[config.mk]
export PLATFORM = sky130hd
export DESIGN_NAME = precise_exc_ctrl
export DESIGN_NICKNAME = d
export VERILOG_FILES = /design/src/rtl/excctl_pkg.sv /design/src/rtl/ecc_fetch_pc.sv /design/src/rtl/ecc_stage_pipe.sv /design/src/rtl/ecc_trap_ctrl.sv /design/src/rtl/precise_exc_ctrl.sv
export SDC_FILE = /design/constraint.sdc
export NUM_CORES = 1
export LEC_CHECK = 0
export ABC_AREA = 1
export BUFFER_PORTS_ARGS = -buffer_cell sky130_fd_sc_hd__buf_2
export CORE_MARGIN = 2
export CORE_UTILIZATION = 45
export CTS_BUF_LIST = sky130_fd_sc_hd__clkbuf_8
export CTS_CLUSTER_SIZE = 40
export DETAILED_ROUTE_END_ITERATION = 8
export PLACE_DENSITY = 0.71
export SLEW_MARGIN = 20
export SYNTH_ARGS = -nofsm -noshare
export SYNTH_HDL_FRONTEND = slang
export SYNTH_SLANG_ARGS = --single-unit
[constraint.sdc]
create_clock -name clk -period 2.8 [get_ports clk]
set_input_delay 0.7 -clock clk [delete_from_list [all_inputs] [get_ports clk]]
set_output_delay 0.7 -clock clk [all_outputs]
set_load 0.005 [all_outputs]
[src/rtl/excctl_pkg.sv]
package excctl_pkg;

    // Stage positions: 0 fetch, 1 decode, 2 execute, 3 memory, 4 writeback
    localparam int NUM_STG  = 5;
    localparam int FLAG_STG = NUM_STG - 1;
    localparam int MEM_STG  = NUM_STG - 2;
    localparam int WB_STG   = NUM_STG - 1;

    typedef enum logic {
        ST_RUN,
        ST_SHADOW
    } trap_st_e;

endpackage

[src/rtl/ecc_fetch_pc.sv]
module ecc_fetch_pc #(
    parameter int              PCW        = 32,
    parameter logic [PCW-1:0]  RESET_PC   = 32'h0000_1000,
    parameter logic [PCW-1:0]  HANDLER_PC = 32'h0000_0080,
    parameter logic [PCW-1:0]  PC_STEP    = 32'd4
) (
    input  logic           clk,
    input  logic           rst_n,
    input  logic           redirect_i,
    output logic [PCW-1:0] pc_o
);

    logic [PCW-1:0] pc_q;

    always_ff @(posedge clk) begin
        if (!rst_n)          pc_q <= RESET_PC;
        else if (redirect_i) pc_q <= HANDLER_PC;
        else                 pc_q <= pc_q + PC_STEP;
    end

    assign pc_o = pc_q;


    handler_target_chk: assert property (@(posedge clk) disable iff (!rst_n)
        redirect_i |=> (pc_q == HANDLER_PC));


    seq_step_chk: assert property (@(posedge clk) disable iff (!rst_n)
        !redirect_i |=> (pc_q == $past(pc_q) + PC_STEP));

endmodule

[src/rtl/ecc_stage_pipe.sv]
module ecc_stage_pipe
    import excctl_pkg::*;
#(
    parameter int PCW = 32,
    parameter int CW  = 4
) (
    input  logic                   clk,
    input  logic                   rst_n,
    input  logic [PCW-1:0]         fetch_pc_i,
    input  logic [FLAG_STG-1:0]    flag_i,
    input  logic [FLAG_STG*CW-1:0] cause_i,
    input  logic                   take_i,
    output logic                   m_vld_o,
    output logic [PCW-1:0]         m_pc_o,
    output logic                   m_exc_o,
    output logic [CW-1:0]          m_cause_o,
    output logic                   w_vld_o,
    output logic [PCW-1:0]         w_pc_o
);

    logic           cur_vld   [NUM_STG];
    logic [PCW-1:0] cur_pc    [NUM_STG];
    logic           cur_exc   [FLAG_STG];
    logic [CW-1:0]  cur_cause [FLAG_STG];
    logic           mrg_exc   [FLAG_STG];
    logic [CW-1:0]  mrg_cause [FLAG_STG];

    // Fetch stage is the instruction at the current fetch PC
    assign cur_vld[0]   = 1'b1;
    assign cur_pc[0]    = fetch_pc_i;
    assign cur_exc[0]   = 1'b0;
    assign cur_cause[0] = '0;

    // Merge each stage's own flag; an earlier-stage cause is never replaced
    for (genvar j = 0; j < FLAG_STG; j++) begin : g_merge
        assign mrg_exc[j]   = cur_exc[j] | (cur_vld[j] & flag_i[j]);
        assign mrg_cause[j] = cur_exc[j] ? cur_cause[j] : cause_i[j*CW +: CW];
    end

    for (genvar k = 1; k < NUM_STG; k++) begin : g_stage
        logic           v_q;
        logic [PCW-1:0] p_q;

        always_ff @(posedge clk) begin
            if (!rst_n) begin
                v_q <= 1'b0;
                p_q <= '0;
            end else begin
                v_q <= cur_vld[k-1] & ~take_i;
                p_q <= cur_pc[k-1];
            end
        end

        assign cur_vld[k] = v_q;
        assign cur_pc[k]  = p_q;

        if (k < FLAG_STG) begin : g_flag
            logic          e_q;
            logic [CW-1:0] c_q;

            always_ff @(posedge clk) begin
                if (!rst_n) begin
                    e_q <= 1'b0;
                    c_q <= '0;
                end else begin
                    e_q <= mrg_exc[k-1] & cur_vld[k-1] & ~take_i;
                    c_q <= mrg_cause[k-1];
                end
            end

            assign cur_exc[k]   = e_q;
            assign cur_cause[k] = c_q;
        end
    end

    assign m_vld_o   = cur_vld[MEM_STG];
    assign m_pc_o    = cur_pc[MEM_STG];
    assign m_exc_o   = mrg_exc[MEM_STG];
    assign m_cause_o = mrg_cause[MEM_STG];
    assign w_vld_o   = cur_vld[WB_STG];
    assign w_pc_o    = cur_pc[WB_STG];


    flush_empties_mem_chk: assert property (@(posedge clk) disable iff (!rst_n)
        take_i |=> !cur_vld[MEM_STG]);


    trapped_never_retires_chk: assert property (@(posedge clk) disable iff (!rst_n)
        take_i |=> !cur_vld[WB_STG]);

endmodule

[src/rtl/ecc_trap_ctrl.sv]
module ecc_trap_ctrl
    import excctl_pkg::*;
#(
    parameter int             PCW       = 32,
    parameter int             CW        = 4,
    parameter logic [CW-1:0]  IRQ_CAUSE = '1
) (
    input  logic           clk,
    input  logic           rst_n,
    input  logic           m_vld_i,
    input  logic [PCW-1:0] m_pc_i,
    input  logic           m_exc_i,
    input  logic [CW-1:0]  m_cause_i,
    input  logic           irq_i,
    input  logic           m_store_req_i,
    output logic           take_o,
    output logic           mem_we_o,
    output logic [PCW-1:0] epc_o,
    output logic [CW-1:0]  cause_o
);

    trap_st_e       st_q, st_d;
    logic           irq_en;
    logic [CW-1:0]  tcause;
    logic [PCW-1:0] epc_q;
    logic [CW-1:0]  cause_q;

    // State register
    always_ff @(posedge clk) begin
        if (!rst_n) st_q <= ST_RUN;
        else        st_q <= st_d;
    end

    // Outputs and next state
    always_comb begin
        st_d   = st_q;
        irq_en = 1'b0;
        unique case (st_q)
            ST_RUN: begin
                irq_en = 1'b1;
            end
            ST_SHADOW: begin
                irq_en = 1'b0;
            end
        endcase
        take_o   = m_vld_i & (m_exc_i | (irq_i & irq_en));
        tcause   = m_exc_i ? m_cause_i : IRQ_CAUSE;
        mem_we_o = m_vld_i & m_store_req_i & ~take_o;
        unique case (st_q)
            ST_RUN:    if (take_o) st_d = ST_SHADOW;          // trap_taken
            ST_SHADOW: if (m_vld_i && !take_o) st_d = ST_RUN; // handler_boundary
        endcase
    end

    always_ff @(posedge clk) begin
        if (!rst_n) begin
            epc_q   <= '0;
            cause_q <= '0;
        end else if (take_o) begin
            epc_q   <= m_pc_i;
            cause_q <= tcause;
        end
    end

    assign epc_o   = epc_q;
    assign cause_o = cause_q;


    no_store_on_trap_chk: assert property (@(posedge clk) disable iff (!rst_n)
        mem_we_o |-> !take_o);


    epc_hold_chk: assert property (@(posedge clk) disable iff (!rst_n)
        !take_o |=> ($stable(epc_q) && $stable(cause_q)));


    shadow_entry_chk: assert property (@(posedge clk) disable iff (!rst_n)
        take_o |=> (st_q == ST_SHADOW));


    saved_pc_chk: assert property (@(posedge clk) disable iff (!rst_n)
        take_o |=> (epc_q == $past(m_pc_i)));

endmodule

[src/rtl/precise_exc_ctrl.sv]
module precise_exc_ctrl
    import excctl_pkg::*;
#(
    parameter int              PCW        = 32,
    parameter int              CW         = 4,
    parameter logic [PCW-1:0]  RESET_PC   = 32'h0000_1000,
    parameter logic [PCW-1:0]  HANDLER_PC = 32'h0000_0080,
    parameter logic [PCW-1:0]  PC_STEP    = 32'd4,
    parameter logic [CW-1:0]   IRQ_CAUSE  = '1
) (
    input  logic                   clk,
    input  logic                   rst_n,
    input  logic [FLAG_STG-1:0]    stg_exc_i,
    input  logic [FLAG_STG*CW-1:0] stg_cause_i,
    input  logic                   irq_i,
    input  logic                   m_store_req_i,
    input  logic                   w_rf_req_i,
    output logic [PCW-1:0]         fetch_pc_o,
    output logic                   redirect_o,
    output logic [PCW-1:0]         epc_o,
    output logic [CW-1:0]          cause_o,
    output logic                   mem_we_o,
    output logic                   rf_we_o,
    output logic                   retire_valid_o,
    output logic [PCW-1:0]         retire_pc_o
);

    logic           take;
    logic           m_vld, m_exc, w_vld;
    logic [PCW-1:0] m_pc, w_pc;
    logic [CW-1:0]  m_cause;

    ecc_fetch_pc #(
        .PCW(PCW), .RESET_PC(RESET_PC), .HANDLER_PC(HANDLER_PC), .PC_STEP(PC_STEP)
    ) u_pc (
        .clk(clk), .rst_n(rst_n), .redirect_i(take), .pc_o(fetch_pc_o)
    );

    ecc_stage_pipe #(.PCW(PCW), .CW(CW)) u_pipe (
        .clk(clk), .rst_n(rst_n), .fetch_pc_i(fetch_pc_o),
        .flag_i(stg_exc_i), .cause_i(stg_cause_i), .take_i(take),
        .m_vld_o(m_vld), .m_pc_o(m_pc), .m_exc_o(m_exc), .m_cause_o(m_cause),
        .w_vld_o(w_vld), .w_pc_o(w_pc)
    );

    ecc_trap_ctrl #(.PCW(PCW), .CW(CW), .IRQ_CAUSE(IRQ_CAUSE)) u_trap (
        .clk(clk), .rst_n(rst_n), .m_vld_i(m_vld), .m_pc_i(m_pc),
        .m_exc_i(m_exc), .m_cause_i(m_cause), .irq_i(irq_i),
        .m_store_req_i(m_store_req_i), .take_o(take), .mem_we_o(mem_we_o),
        .epc_o(epc_o), .cause_o(cause_o)
    );

    assign redirect_o     = take;
    assign rf_we_o        = w_vld & w_rf_req_i;
    assign retire_valid_o = w_vld;
    assign retire_pc_o    = w_pc;


    no_back_to_back_chk: assert property (@(posedge clk) disable iff (!rst_n)
        redirect_o |=> !redirect_o);

endmodule

==> impl_metrics.tcl, run 1 <==
set metrics [dict create \
    yosys_register_bits 204 \
    via_count 4977 \
    syn_to_final_growth_pct 20.0 \
    synth-main-ff-cell "dfxtp_1" \
    grt_use_met1_pct 21.4 \
    hold_path.startpoint "stg_cause_i[3]" \
    cts.sink_count 204 \
    cts_setup_buffers 0 \
    grt_pass1_vias 4596 \
    io_pins 129 \
    yosysWarnings 0 \
    whs_path_depth 3 \
    fp.dieArea_um2 16400 \
    worstPathArrival_ns 1.50 \
    min_path_type "in2reg" \
    drc 0 \
    dpl.hpwl_mm 8.62 \
    cap_viol_max_count 0 \
    avgSynthCellArea_um2 8.37 \
    clockBufferDepth 3 \
    io_buffers 122 \
    cts_repair_resize_count 0 \
    grt_max_degree 141 \
    fmax_ghz 0.454 \
    post_synth_instance_area_um2 6920 \
    finalCritPeriodShare_pct 78.6 \
    vias_per_cell 4.26 \
    r2r_cells 6 \
    yosysSeqAreaShare_pct 59.1 \
    final_antenna_net_count 0 \
    tightest_slew_ns 0.547 \
    diodes 0 \
    grtUsageMet3_pct 3.34 \
    r2r_setup_slack_ns 0.95 \
    cp-start-kind "register" \
    synthCells 826 \
    relSlewSlack_pct 63.6 \
    firstDrtPassIters 4 \
    crit_fanout 5 \
    row_count 45 \
    synth.distinct_cells 31 \
    clk_latency_ns 0.53 \
    min_to "u_pipe.g_stage[1].g_flag.c_q[3]" \
    leakage_nw 4.49 \
    async_flop_share_pct 0 \
    fin_tns_setup_ns 0 \
    status "finished clean" \
    ir_drop_mv 0.342 \
    nets 984 \
    wl_per_cell_um 10.9 \
    worstPathRequired_ns 2.10 \
    root_buffer "clkbuf_8" \
    yosysTopAreaCell "dfxtp_1" \
    grt.met2_usage_pct 25.6 \
    drive_above_1_share_pct 23.6 \
    core_area_um2 15100 \
    start_util_pct 45.8 \
    cts_tree "yes" \
    cts-buffers-inserted 31 \
    power_per_cell_area_nw_per_um2 685 \
    wl_mm 12.8 \
    drtIter0Drc 264 \
    final_cell_mix "206 x nand2_1, 204 x dfxtp_1, 167 x inv_1, 121 x buf_2, 105 x nor2_1" \
    crit_type "reg2out" \
    clk_pin_slew_ns 0.06 \
    end_kind "output pin" \
    grt_busiest_layer "met2" \
    cts_max_level 1 \
    die_w_um 128 \
    grt_usage_pct 15.8 \
    r2r_end "u_trap.epc_o[19]" \
    setup_violations 0 \
    r2r_start "u_pipe.m_vld_o" \
    post-route-util_pct 55.0 \
    gp_congestion 0.827 \
    synth_top_area_share_pct 59.1 \
    postCtsHoldBufs 0 \
    fin_crit_ns 2.20 \
    overflow 0 \
    final_common_cell "nand2_1" \
    drv_slew 0 \
    clock_skew_ns 0.0104 \
    synthTopCellsByArea "dfxtp_1 59%, nand2_1 11%, inv_1 8.7%" \
    fp.dieH_um 128 \
    grt_pass1_wl_mm 21.5 \
    rsz0062_at_grt "false" \
    antenna_found_initial 0 \
    synth-edff-count 0 \
    finalHoldViolCount 0 \
]
power by group:
group	internal [mW]	switching, mW	total (mW)
sequential	2.95	0.0292	2.98
clock	1.46	1.05	2.51
combinational	0.0722	0.124	0.196
layer usage:
metal | up-vias | routed length (um)
met4 | 0 | 181
met2 | 136 | 5660
li1 | 2689 | -
met3 | 16 | 744
met1 | 2136 | 6190
met5 | - | 0
cells by family after synthesis:
kind of cell	after synthesis	synth area share, %
AO/OA/AOI/OAI	69	7.60
XOR/XNOR	8	1.01
adder cells (fa/ha/maj)	1	0.181
buffers and inverters	192	11.4
flip-flops	204	59.1
multiplexers	4	0.579
other	1	0.0542
AND/OR/NAND/NOR	347	20.1
worst max path at each step:
| stage | endpoint | slack [ns] | from |
|---|---|---|---|
| final | mem_we_o | 0.60 | u_pipe.g_stage[3].g_flag.e_q |
| after global routing | redirect_o | 0.50 | u_pipe.m_vld_o |
| after CTS | redirect_o | 0.54 | u_pipe.m_vld_o |
| after detailed placement | u_trap.epc_o[6] | 0.60 | irq_i |
| after global placement | u_trap.epc_o[17] | 0.63 | irq_i |
| after floorplan | redirect_o | 0.88 | irq_i |
cells in the mapped netlist (2+ instances only):
| master | instances |
|---|---|
| a21oi_1 | 9 |
| a21oi_2 | 40 |
| a21oi_4 | 2 |
| buf_2 | 7 |
| buf_4 | 6 |
| buf_6 | 5 |
| clkbuf_1 | 12 |
| dfxtp_1 | 204 |
| inv_1 | 160 |
| mux2i_1 | 4 |
| nand2_1 | 206 |
| nand2_2 | 2 |
| nand3_1 | 16 |
| nand4_1 | 2 |
| nor2_1 | 105 |
| nor2_2 | 9 |
| nor2_4 | 2 |
| o21a_1 | 2 |
| o21ai_0 | 15 |
| xnor2_1 | 6 |
| xor2_1 | 2 |
critical path: stages (launching register included):
cell	delay, ns
dfxtp_1	0.40
a21oi_4	0.22
nand3_1	0.14
nor2_1	0.10
buf_2	0.11
cell type report:
class / count / area [um2]
multi-input cells: 435 / 2060
fillers: 1442 / 6790
clock buffers: 40 / 551
flip-flops and latches: 204 / 4080
repair buffers: 125 / 648
inverters: 161 / 606
clock inverters: 15 / 119
well taps: 188 / 235
flip-flops by register name, indices dropped and copies added (netlist names), named ones only:
signal / flops
u_pipe.m_vld_o: 1
u_pipe.g_stage.g_flag.c_q: 12
u_pipe.g_stage.g_flag.e_q: 3
u_pipe.g_stage.p_q: 60
u_pipe.w_vld_o: 1
u_trap.epc_o: 30
u_pipe.m_pc_o: 30
u_trap.cause_o: 4
u_pc.pc_o: 30
u_pipe.w_pc_o: 30
u_pipe.g_stage.v_q: 2
through the flow:
| step | hold slack [ns] | cell area (um2) | worst slack [ns] | total power, mW | instances |
|---|---|---|---|---|---|
| detailed placement | 0.395 | 7630 | 0.601 | 3.25 | 1113 |
| global placement | 0.394 | 7630 | 0.629 | 3.24 | 1113 |
| CTS | 0.311 | 8300 | 0.535 | 5.78 | 1168 |
| finish | 0.354 | 8300 | 0.598 | 5.69 | 1168 |
| global route | 0.338 | 8300 | 0.496 | 5.92 | 1168 |
| floorplan | 0.390 | 6930 | 0.881 | 3.19 | 831 |
Note: power is estimated with default switching activity, not from simulation.
==> run 2: changes to the inputs <==
==> constraint.sdc (replaced) <==
create_clock -name clk -period 2.2 [get_ports clk]
set_input_delay 0.55 -clock clk [delete_from_list [all_inputs] [get_ports clk]]
set_output_delay 0.55 -clock clk [all_outputs]
set_load 0.005 [all_outputs]
==> impl_metrics.tcl, run 2 (synthesized netlist as in run 1, its figures left out) <==
set metrics [dict create \
    status "finished clean" \
    clk_latency_ns 0.53 \
    register_area_um2 4080 \
    fin_crit_ns 2.06 \
    antenna_found_initial 0 \
    r2r_end "u_pc.pc_o[27]" \
    fmax_ghz 0.485 \
    cts_tree "yes" \
    dpl.hpwl_mm 8.83 \
    clk_pin_slew_ns 0.06 \
    cts_setup_buffers 0 \
    p_total_mw 6.86 \
    grt_max_degree 85 \
    regMostFlops "u_pipe.g_stage.p_q" \
    vias_per_cell 4.22 \
    multi_input_area_um2 2060 \
    placed_cell_area_um2 7670 \
    grt_pass1_vias 4617 \
    drv_slew 0 \
    switching_share_pct 21.8 \
    via_count 4936 \
    cp-start-kind "register" \
    syn_to_final_growth_pct 19.4 \
    crit_fanout 5 \
    cts.sink_count 204 \
    crit_end "redirect_o" \
    root_buffer "clkbuf_8" \
    cap_viol_max_count 0 \
    power_per_cell_area_nw_per_um2 831 \
    final_cell_mix "206 x nand2_1, 204 x dfxtp_1, 175 x inv_1, 121 x buf_2, 105 x nor2_1" \
    worstPathRequired_ns 1.65 \
    hold_path.startpoint "stg_cause_i[3]" \
    drtIter0Drc 224 \
    die_w_um 128 \
    drive_above_1_share_pct 22.9 \
    fp.dieH_um 128 \
    io_pins 129 \
    diodes 0 \
    end_kind "output pin" \
    final_common_cell "nand2_1" \
    drc 0 \
    wl_mm 12.8 \
    rsz0062_at_grt "false" \
    fin_tns_setup_ns 0 \
    crit_type "reg2out" \
    p_int_mw 5.37 \
    leakage_nw 4.49 \
    final_antenna_net_count 0 \
    worstPathArrival_ns 1.51 \
    seq_power_share_pct 55.3 \
    share_comb_of_total_power_pct 3.8 \
    overflow 0 \
    tightest_slew_ns 0.507 \
    clock_skew_ns 0.00863 \
    finalCritPeriodShare_pct 93.8 \
    fill_cells 1442 \
    setup_violations 0 \
    design_area_um2 8260 \
    r2r_setup_slack_ns 0.58 \
    core_area_um2 15100 \
    finalHoldViolCount 0 \
    crit_start "u_pipe.m_vld_o" \
    clockBufferDepth 3 \
    cts-buffers-inserted 31 \
    p_switching_mw 1.50 \
    start_util_pct 45.8 \
    r2r_cells 7 \
    wl_per_cell_um 10.9 \
    relSlewSlack_pct 66.2 \
    postCtsHoldBufs 0 \
    whs_path_depth 3 \
    cts_max_level 1 \
    row_count 45 \
    r2r_start "u_pipe.m_vld_o" \
    io_buffers 122 \
    firstDrtPassIters 4 \
    timing.hold.ws_ns 0.199 \
    cts_repair_resize_count 0 \
    pwr-share-clk_pct 40.9 \
    grt_pass1_wl_mm 21.6 \
    gp_congestion 0.887 \
    ir_drop_mv 0.363 \
    fp.dieArea_um2 16400 \
    largest_reg_flops 60 \
    nets 986 \
    grt_usage_pct 16.0 \
    min_path_type "in2reg" \
]
-- run 2: worst min path at each step --
| stage | to | slack [ns] |
|---|---|---|
| finish | u_pipe.g_stage[1].g_flag.c_q[3] | 0.20 |
| global placement | u_pipe.g_stage[2].p_q[4] | 0.39 |
| global route | u_pipe.g_stage[1].g_flag.c_q[2] | 0.18 |
| detailed placement | u_pipe.m_pc_o[25] | 0.39 |
| CTS | u_pipe.g_stage[1].g_flag.c_q[3] | 0.16 |
| floorplan | u_pipe.g_stage[2].p_q[10] | 0.39 |
-- run 2: worst max-delay path, cell delays in order, from the launching register on --
cell     delay (ns)
dfxtp_1        0.47
a21oi_4        0.12
a21oi_4        0.24
buf_2          0.16
-- run 2: cell type report --
cell class	count	share of cell area, %
Multi-Input combinational cell	435	24.9
Tap cell	188	2.85
Timing Repair Buffer	127	8.34
Inverter	161	7.34
Sequential cell	204	49.5
Clock inverter	18	0.894
Clock buffer	37	6.17
-- run 2: layer usage --
layer | vias to the layer above | track usage (%) | wire length, um
met4 | 0 | 4.33 | 89
met1 | 2119 | 21.2 | 6140
met5 | - | 0 | 0
met2 | 122 | 26.4 | 5820
met3 | 8 | 3.63 | 747
li1 | 2687 | - | -
-- run 2: through the flow --
stage,setup WS [ns],util (%),cells
detailed placement,0.387,50.8,1115
finish,0.136,54.7,1170
CTS,0.0552,54.7,1170
global route,0.0185,54.7,1170
floorplan,0.581,-,831
global placement,0.397,50.8,1115
-- run 2: power by group through the flow --
stage,clock network (mW),logic (mW),registers (mW)
2_1_floorplan,0,0.182,3.87
3_3_place_gp,0,0.258,3.88
3_5_place_dp,0,0.262,3.88
4_1_cts,2.91,0.263,3.80
5_1_grt,3.10,0.291,3.80
6_report,2.81,0.258,3.80
